===== src/rtl/sd_pkg.sv =====
// Shared types for the speed discriminator.
// Assumes: used only by modules of this block.
package sd_pkg;

    // role of the current tachometer period
    typedef enum logic {
        PH_MEASURE = 1'b0,
        PH_OUTPUT  = 1'b1
    } sd_phase_e;

    // direction of a pending or active correction pulse
    typedef enum logic [1:0] {
        DIR_NONE = 2'd0,
        DIR_UP   = 2'd1,
        DIR_DN   = 2'd2
    } sd_dir_e;

endpackage


===== src/rtl/sd_prescaler.sv =====
// Divides the reference clock into a one-cycle tick every DIV clocks.
// Assumes: it keeps running whatever the run state is; only reset clears it.
module sd_prescaler #(
    parameter int DIV = 16
) (
    input  logic clk,
    input  logic rst_n,
    output logic tick
);
    localparam int PW = (DIV > 1) ? $clog2(DIV) : 1;
    localparam logic [PW-1:0] LAST = PW'(DIV - 1);

    generate
        if (DIV == 1) begin : g_bypass
            assign tick = 1'b1;
        end else begin : g_count
            logic [PW-1:0] div_q;

            // free-running modulo-DIV counter
            always_ff @(posedge clk) begin
                if (!rst_n) begin
                    div_q <= '0;
                end else if (div_q == LAST) begin
                    div_q <= '0;
                end else begin
                    div_q <= div_q + 1'b1;
                end
            end

            assign tick = (div_q == LAST);
        end
    endgenerate
endmodule


===== src/rtl/sd_fg_sync.sv =====
// Brings the asynchronous tachometer input into the clock domain and
// flags each rising edge for one cycle.
// Assumes: tachometer high and low phases each last at least two clocks.
module sd_fg_sync #(
    parameter int STAGES = 2
) (
    input  logic clk,
    input  logic rst_n,
    input  logic fg_in,
    output logic fg_rise
);
    logic [STAGES-1:0] sync_q;
    logic              last_q;

    genvar gi;
    generate
        for (gi = 0; gi < STAGES; gi++) begin : g_stage
            if (gi == 0) begin : g_first
                // first capture flop of the synchronizer
                always_ff @(posedge clk) begin
                    if (!rst_n) sync_q[0] <= 1'b0;
                    else        sync_q[0] <= fg_in;
                end
            end else begin : g_next
                // further synchronizer stages
                always_ff @(posedge clk) begin
                    if (!rst_n) sync_q[gi] <= 1'b0;
                    else        sync_q[gi] <= sync_q[gi-1];
                end
            end
        end
    endgenerate

    // delayed copy for edge detection
    always_ff @(posedge clk) begin
        if (!rst_n) last_q <= 1'b0;
        else        last_q <= sync_q[STAGES-1];
    end

    assign fg_rise = sync_q[STAGES-1] & ~last_q;
endmodule


===== src/rtl/sd_period_meter.sv =====
// Counts prescaler ticks between tachometer rising edges and captures the
// count on every second edge. The first edge after start only arms.
// Assumes: fg_rise and tick are single-cycle strobes.
module sd_period_meter
    import sd_pkg::*;
#(
    parameter int CNT_W = 10
) (
    input  logic             clk,
    input  logic             rst_n,
    input  logic             run_en,
    input  logic             tick,
    input  logic             fg_rise,
    output logic             cap_valid,
    output logic [CNT_W-1:0] cap_count
);
    localparam logic [CNT_W-1:0] CNT_MAX = {CNT_W{1'b1}};

    logic             armed_q;
    sd_phase_e        phase_q;
    logic [CNT_W-1:0] cnt_q;
    logic [CNT_W-1:0] cnt_inc;

    // count including a tick that lands in the current cycle, saturating
    always_comb begin
        if (tick && (cnt_q != CNT_MAX)) cnt_inc = cnt_q + 1'b1;
        else                            cnt_inc = cnt_q;
    end

    // arming, phase alternation, tick counting and capture
    always_ff @(posedge clk) begin
        if (!rst_n || !run_en) begin
            armed_q   <= 1'b0;
            phase_q   <= PH_MEASURE;
            cnt_q     <= '0;
            cap_valid <= 1'b0;
            cap_count <= '0;
        end else begin
            cap_valid <= 1'b0;
            if (fg_rise) begin
                cnt_q <= '0;
                if (!armed_q) begin
                    armed_q <= 1'b1;
                    phase_q <= PH_MEASURE;
                end else if (phase_q == PH_MEASURE) begin
                    cap_count <= cnt_inc;
                    cap_valid <= 1'b1;
                    phase_q   <= PH_OUTPUT;
                end else begin
                    phase_q <= PH_MEASURE;
                end
            end else begin
                cnt_q <= cnt_inc;
            end
        end
    end
endmodule


===== src/rtl/sd_err_pulse.sv =====
// Turns a captured period count into an up or down pulse whose length in
// ticks is the distance from nominal, clamped. The pulse starts on a tick
// so that its length is a whole number of ticks.
// Assumes: a new capture arrives only after the previous pulse has ended.
module sd_err_pulse
    import sd_pkg::*;
#(
    parameter int CNT_W   = 10,
    parameter int NOMINAL = 512,
    parameter int ERR_MAX = 511
) (
    input  logic             clk,
    input  logic             rst_n,
    input  logic             run_en,
    input  logic             tick,
    input  logic             cap_valid,
    input  logic [CNT_W-1:0] cap_count,
    output logic             pulse_up,
    output logic             pulse_dn
);
    localparam logic [CNT_W-1:0] NOM_C = CNT_W'(NOMINAL);
    localparam logic [CNT_W-1:0] MAX_C = CNT_W'(ERR_MAX);

    logic [CNT_W-1:0] raw_mag;
    logic [CNT_W-1:0] sat_mag;
    sd_dir_e          raw_dir;

    logic             pend_q;
    logic [CNT_W-1:0] pend_mag_q;
    sd_dir_e          pend_dir_q;
    logic [CNT_W-1:0] remain_q;
    sd_dir_e          dir_q;

    // signed distance from nominal split into direction and magnitude
    always_comb begin
        if (cap_count < NOM_C) begin
            raw_mag = NOM_C - cap_count;
            raw_dir = DIR_UP;
        end else if (cap_count > NOM_C) begin
            raw_mag = cap_count - NOM_C;
            raw_dir = DIR_DN;
        end else begin
            raw_mag = '0;
            raw_dir = DIR_NONE;
        end
        sat_mag = (raw_mag > MAX_C) ? MAX_C : raw_mag;
    end

    // hold a fresh error until the next tick boundary
    always_ff @(posedge clk) begin
        if (!rst_n || !run_en) begin
            pend_q     <= 1'b0;
            pend_mag_q <= '0;
            pend_dir_q <= DIR_NONE;
        end else if (cap_valid) begin
            pend_q     <= 1'b1;
            pend_mag_q <= sat_mag;
            pend_dir_q <= raw_dir;
        end else if (tick) begin
            pend_q <= 1'b0;
        end
    end

    // load the pulse on a tick and count it down tick by tick
    always_ff @(posedge clk) begin
        if (!rst_n || !run_en) begin
            remain_q <= '0;
            dir_q    <= DIR_NONE;
        end else if (tick) begin
            if (pend_q) begin
                remain_q <= pend_mag_q;
                dir_q    <= pend_dir_q;
            end else if (remain_q != '0) begin
                remain_q <= remain_q - 1'b1;
            end
        end
    end

    assign pulse_up = (remain_q != '0) && (dir_q == DIR_UP);
    assign pulse_dn = (remain_q != '0) && (dir_q == DIR_DN);
endmodule


===== src/rtl/sd_lock_flag.sv =====
// Active-low lock flag: low when the captured count falls inside the
// window nominal +/- tolerance, refreshed only at a capture.
// Assumes: released (high) in reset and in the stopped state.
module sd_lock_flag #(
    parameter int CNT_W     = 10,
    parameter int NOMINAL   = 512,
    parameter int TOLERANCE = 32
) (
    input  logic             clk,
    input  logic             rst_n,
    input  logic             run_en,
    input  logic             cap_valid,
    input  logic [CNT_W-1:0] cap_count,
    output logic             lock_n
);
    localparam logic [CNT_W-1:0] LO_C = CNT_W'(NOMINAL - TOLERANCE);
    localparam logic [CNT_W-1:0] HI_C = CNT_W'(NOMINAL + TOLERANCE);

    logic in_window;

    // window comparison on the captured count
    assign in_window = (cap_count >= LO_C) && (cap_count <= HI_C);

    // flag register, refreshed at each capture
    always_ff @(posedge clk) begin
        if (!rst_n || !run_en) begin
            lock_n <= 1'b1;
        end else if (cap_valid) begin
            lock_n <= ~in_window;
        end
    end
endmodule


===== src/rtl/speed_discrim.sv =====
// Crystal-referenced speed discriminator with lock detection.
// Prescaler -> tachometer edge detect -> period meter -> pulse generator
// and lock flag. Target tachometer frequency is clk / (PRESCALE*NOMINAL).
// Assumes: fg_in is a clean digital pulse; run_en is synchronous to clk.
module speed_discrim #(
    parameter int PRESCALE    = 16,
    parameter int NOMINAL     = 512,
    parameter int TOLERANCE   = 32,
    parameter int ERR_MAX     = 511,
    parameter int CNT_W       = 10,
    parameter int SYNC_STAGES = 2
) (
    input  logic clk,
    input  logic rst_n,
    input  logic run_en,
    input  logic fg_in,
    output logic ovr_up,
    output logic udr_dn,
    output logic pump_oe,
    output logic lock_n
);
    logic             tick;
    logic             fg_rise;
    logic             cap_valid;
    logic [CNT_W-1:0] cap_count;

    sd_prescaler #(.DIV(PRESCALE)) u_presc (
        .clk   (clk),
        .rst_n (rst_n),
        .tick  (tick)
    );

    sd_fg_sync #(.STAGES(SYNC_STAGES)) u_sync (
        .clk     (clk),
        .rst_n   (rst_n),
        .fg_in   (fg_in),
        .fg_rise (fg_rise)
    );

    sd_period_meter #(.CNT_W(CNT_W)) u_meter (
        .clk       (clk),
        .rst_n     (rst_n),
        .run_en    (run_en),
        .tick      (tick),
        .fg_rise   (fg_rise),
        .cap_valid (cap_valid),
        .cap_count (cap_count)
    );

    sd_err_pulse #(
        .CNT_W   (CNT_W),
        .NOMINAL (NOMINAL),
        .ERR_MAX (ERR_MAX)
    ) u_pulse (
        .clk       (clk),
        .rst_n     (rst_n),
        .run_en    (run_en),
        .tick      (tick),
        .cap_valid (cap_valid),
        .cap_count (cap_count),
        .pulse_up  (ovr_up),
        .pulse_dn  (udr_dn)
    );

    sd_lock_flag #(
        .CNT_W     (CNT_W),
        .NOMINAL   (NOMINAL),
        .TOLERANCE (TOLERANCE)
    ) u_lock (
        .clk       (clk),
        .rst_n     (rst_n),
        .run_en    (run_en),
        .cap_valid (cap_valid),
        .cap_count (cap_count),
        .lock_n    (lock_n)
    );

    // the pump stage conducts whenever a correction is being driven
    assign pump_oe = ovr_up | udr_dn;
endmodule


===== config.mk =====
export PLATFORM = sky130hd
export DESIGN_NAME = speed_discrim
export DESIGN_NICKNAME = d
export VERILOG_FILES = /design/src/rtl/sd_pkg.sv /design/src/rtl/sd_prescaler.sv /design/src/rtl/sd_fg_sync.sv /design/src/rtl/sd_period_meter.sv /design/src/rtl/sd_err_pulse.sv /design/src/rtl/sd_lock_flag.sv /design/src/rtl/speed_discrim.sv
export SDC_FILE = /design/constraint.sdc
export NUM_CORES = 1
export LEC_CHECK = 0
export BUFFER_PORTS_ARGS = -buffer_cell sky130_fd_sc_hd__buf_2
export CAP_MARGIN = 20
export CORE_MARGIN = 5
export CORE_UTILIZATION = 39
export DETAILED_ROUTE_END_ITERATION = 8
export GPL_TIMING_DRIVEN = 0
export SETUP_SLACK_MARGIN = 0.5
export SYNTH_ARGS = -nofsm -noshare
export SYNTH_HDL_FRONTEND = slang
export SYNTH_SLANG_ARGS = --single-unit

===== constraint.sdc =====
create_clock -name clk -period 2.7 [get_ports clk]
set_input_delay 0.54 -clock clk [delete_from_list [all_inputs] [get_ports clk]]
set_output_delay 0.54 -clock clk [all_outputs]
set_load 0.02 [all_outputs]

==> summary.md <==
| Metric | Value |
|---|---|
| Die area | `8380 sq um` |
| Register area share after synthesis | `43.2%` |
| Most frequent cells in the layout | `dfxtp_1, nor2_1, o21ai_0` |
| Final min period | `2.14 ns` |
| Initial antenna violation count | `0` |
| Power Dens Cells | `485 nW/um^2` |
| HPWL after DPL | `4000 microns` |
| Post-synth EDFFs | `0` |
| First-pass GRT wire length | `9470 microns` |
| Yosys cell types | `46` |
| Dominant synthesized flop cell | `dfxtp_1` |
| Crit end category | `output pin` |
| Post-Synth Simple-Gate Area | `26.9%` |
| Post-Syn Area | `2590 sq um` |
| Metal-1 WL | `2730 microns` |
| Max_cap viols | `0` |
| Unrepaired setup endpoints after global routing | `no` |
| Status | `completed` |
| PnR worst setup slack | `0.556 ns` |
| Antenna viol nets, final | `0` |
| Adder-cell share of the synthesized area | `1.93%` |
| Post-synthesis mux area share | `1.16%` |
| Global route overflow | `0` |
| Max_slew headroom | `66.8%` |
| Synth Area in XOR/XNOR | `3.72%` |
| CTS clk-pin slew, worst paths | `0.10 ns` |
| Vias | `2164` |
| DR iter-0 viols | `73` |
| Final Hold Fails | `0` |
| Final setup violation count | `0` |
| Share of Yosys cell area claimed by the top area cell type | `43.2%` |
| Maximum clock frequency | `466 MHz` |
| Vias in the first global route | `1960` |
| Critical Path Start | `u_pulse.remain_q[0]` |
| Post-Route Setup TNS | `0 ns` |
| Largest family of logic cells by synthesized area | `simple AND/OR/NAND/NOR gates` |
| Met3 wire len | `148 microns` |
| Most common cell after layout, fill and taps aside | `dfxtp_1` |
| CTS Buf Count | `5` |
| Largest net degree at the start of global routing | `18` |
| Pre-antenna DRT Iters | `4` |
| Routed Wire Length | `5560 microns` |
| Worst hold path class | `input port to flip-flop` |
| Tcrit/Tclk final | `79.4%` |
| Top Layer Used | `met4` |
| Post-synthesis compound-gate area fraction | `19.5%` |
| DR WL met2 | `2610 microns` |
| Slew @ Worst Pin | `0.498 ns` |
| WHS Path Cells | `2` |
| Nets | `341` |
| Clock sinks | `56` |
| Cells after Synth | `313` |
| Depth of the most critical reg-to-reg path | `8` |
| Clk_skew | `0.00804 ns` |
| Pleak | `1.04 nW` |
| Routed len/inst | `13.5 microns` |
| Startpoint types | `flip-flop` |
| Async SR Flop Fraction | `0%` |
| Worst Hold Launch | `fg_in` |
| Root Driver | `clkbuf_8` |
| Die width | `91.5 microns` |
| GRT Util Overall | `13.6%` |
| I/O Buffers | `7` |
| Number of diodes | `0` |
| Share of cells above drive strength 1 | `14.1%` |
| DRC Markers | `0` |
| Total power | `1.42 mW` |
| Reg2reg start | `u_presc.g_count.div_q[0]` |
| Area growth from synthesis to layout | `12.5%` |
| CP Max Fanout | `4` |
| I/O Pins | `8` |
| Syn avg cell area | `8.28 sq um` |
| CTS Buffer Depth | `2` |
| Clock latency on the worst-skew pair | `0.31 ns` |
| Std-Cell Rows | `29` |
| Peak supply drop | `231 uV` |
| Synth warn | `0` |
| Core ar. | `6420 sq um` |
| CTS tree | `built` |
| Area leader, netlist | `dfxtp_1` |
| Die Y | `91.5 microns` |
| Required @ worst endpoint | `2.16 ns` |
| Initial Util | `40.4%` |
| Synth top area cells | `dfxtp_1, nor2_1, o21ai_0` |
| Max-slew violations | `0` |
| Synth Net Count | `321` |
| Pre-CTS setup slack | `0.579 ns` |
| WS Path Type | `flip-flop to output pin` |
| Synth Register Bits | `56` |
| Final GP Congestion | `0.829` |
| Crit path arrival time | `1.60 ns` |
| Max H-tree Level | `2` |
| Drt via density | `5.27` |
cells by family (layout without fill, tap and decap cells):
group	count (synthesis)	count (layout)
simple gates	134	134
compound gates	82	82
flops	56	56
buf+inv	23	44
xor+xnor	11	11
fa+ha+maj	4	4
mux	3	3
layout make-up:
class                      count  area (sq um)
multi-input combinational    234          1400
inverter                       7          26.3
tap                           77          96.3
buffer                        16          71.3
clock inverter                 3          42.5
clock buffer                   5          68.8
sequential                    56          1120
timing repair buffer          13          85.1
fill                         650          3500
metrics by stage:
step                      instance area, sq um  hold slack (ns)  util, %  cells
after floorplan                           2590            0.412        -    313
final                                     2920            0.430     45.4    411
after global placement                    2720            0.414     42.4    397
after CTS                                 2880            0.421     44.8    407
after global routing                      2920            0.441     45.4    411
after detailed placement                  2720            0.423     42.4    397
worst max-delay path: stages, from the launching register on:
cell and delay (ns):
dfxtp_2 0.35, inv_2 0.07, ha_4 0.13, nor4b_4 0.23, and3_1 0.21, buf_6 0.11
a21oi_1 0.04, buf_4 0.15
path summary, 6_finish.rpt:
| path | end | slack, ns |
|---|---|---|
| min | u_sync.sync_q[0] | 0.43 |
| min reg2reg | u_sync.sync_q[1] | 0.44 |
| max | pump_oe | 0.56 |
| max reg2reg | u_pulse.remain_q[7] | 0.80 |
repair_timing:
action                     in CTS  in global routing
hold buffers                    0                  0
pin swaps                       1                  2
buffers inserted                2                  4
setup endpoints to repair       3                  3
gates resized for setup         8                  4
synth_stat cells, drive strengths merged, types with 4 or more instances:
cell     n
a21oi   28
a22oi    4
and2     8
and3     4
buf      6
clkbuf  10
dfxtp   56
ha       4
inv      7
nand2   24
nand2b   7
nand3   21
nand4    5
nor2    43
nor3     7
nor4     6
o21ai   31
o31ai    4
xnor2    7
xor2     4
layer usage:
| metal | global-route usage, % | vias up |
|---|---|---|
| met4 | 4.65 | 0 |
| li1 | - | 1152 |
| met5 | 0 | - |
| met2 | 22.5 | 29 |
| met1 | 17.9 | 977 |
| met3 | 2.56 | 6 |
registers in the layout, indices dropped and copies added (netlist names):
signal	flops
u_meter.cnt_q	10
u_meter.armed_q	1
u_sync.last_q	1
u_pulse.remain_q	10
u_presc.g_count.div_q	4
u_meter.cap_count	10
u_meter.phase_q	1
u_pulse.pend_dir_q	2
u_pulse.dir_q	2
u_lock.lock_n	1
u_sync.sync_q	2
u_pulse.pend_mag_q	10
u_meter.cap_valid	1
u_pulse.pend_q	1
power by group:
part / switching [mW] / internal (mW)
Clock: 0.272 / 0.275
Sequential: 0.00472 / 0.832
Combinational: 0.0208 / 0.0112
(Power assumes the default switching activity.)
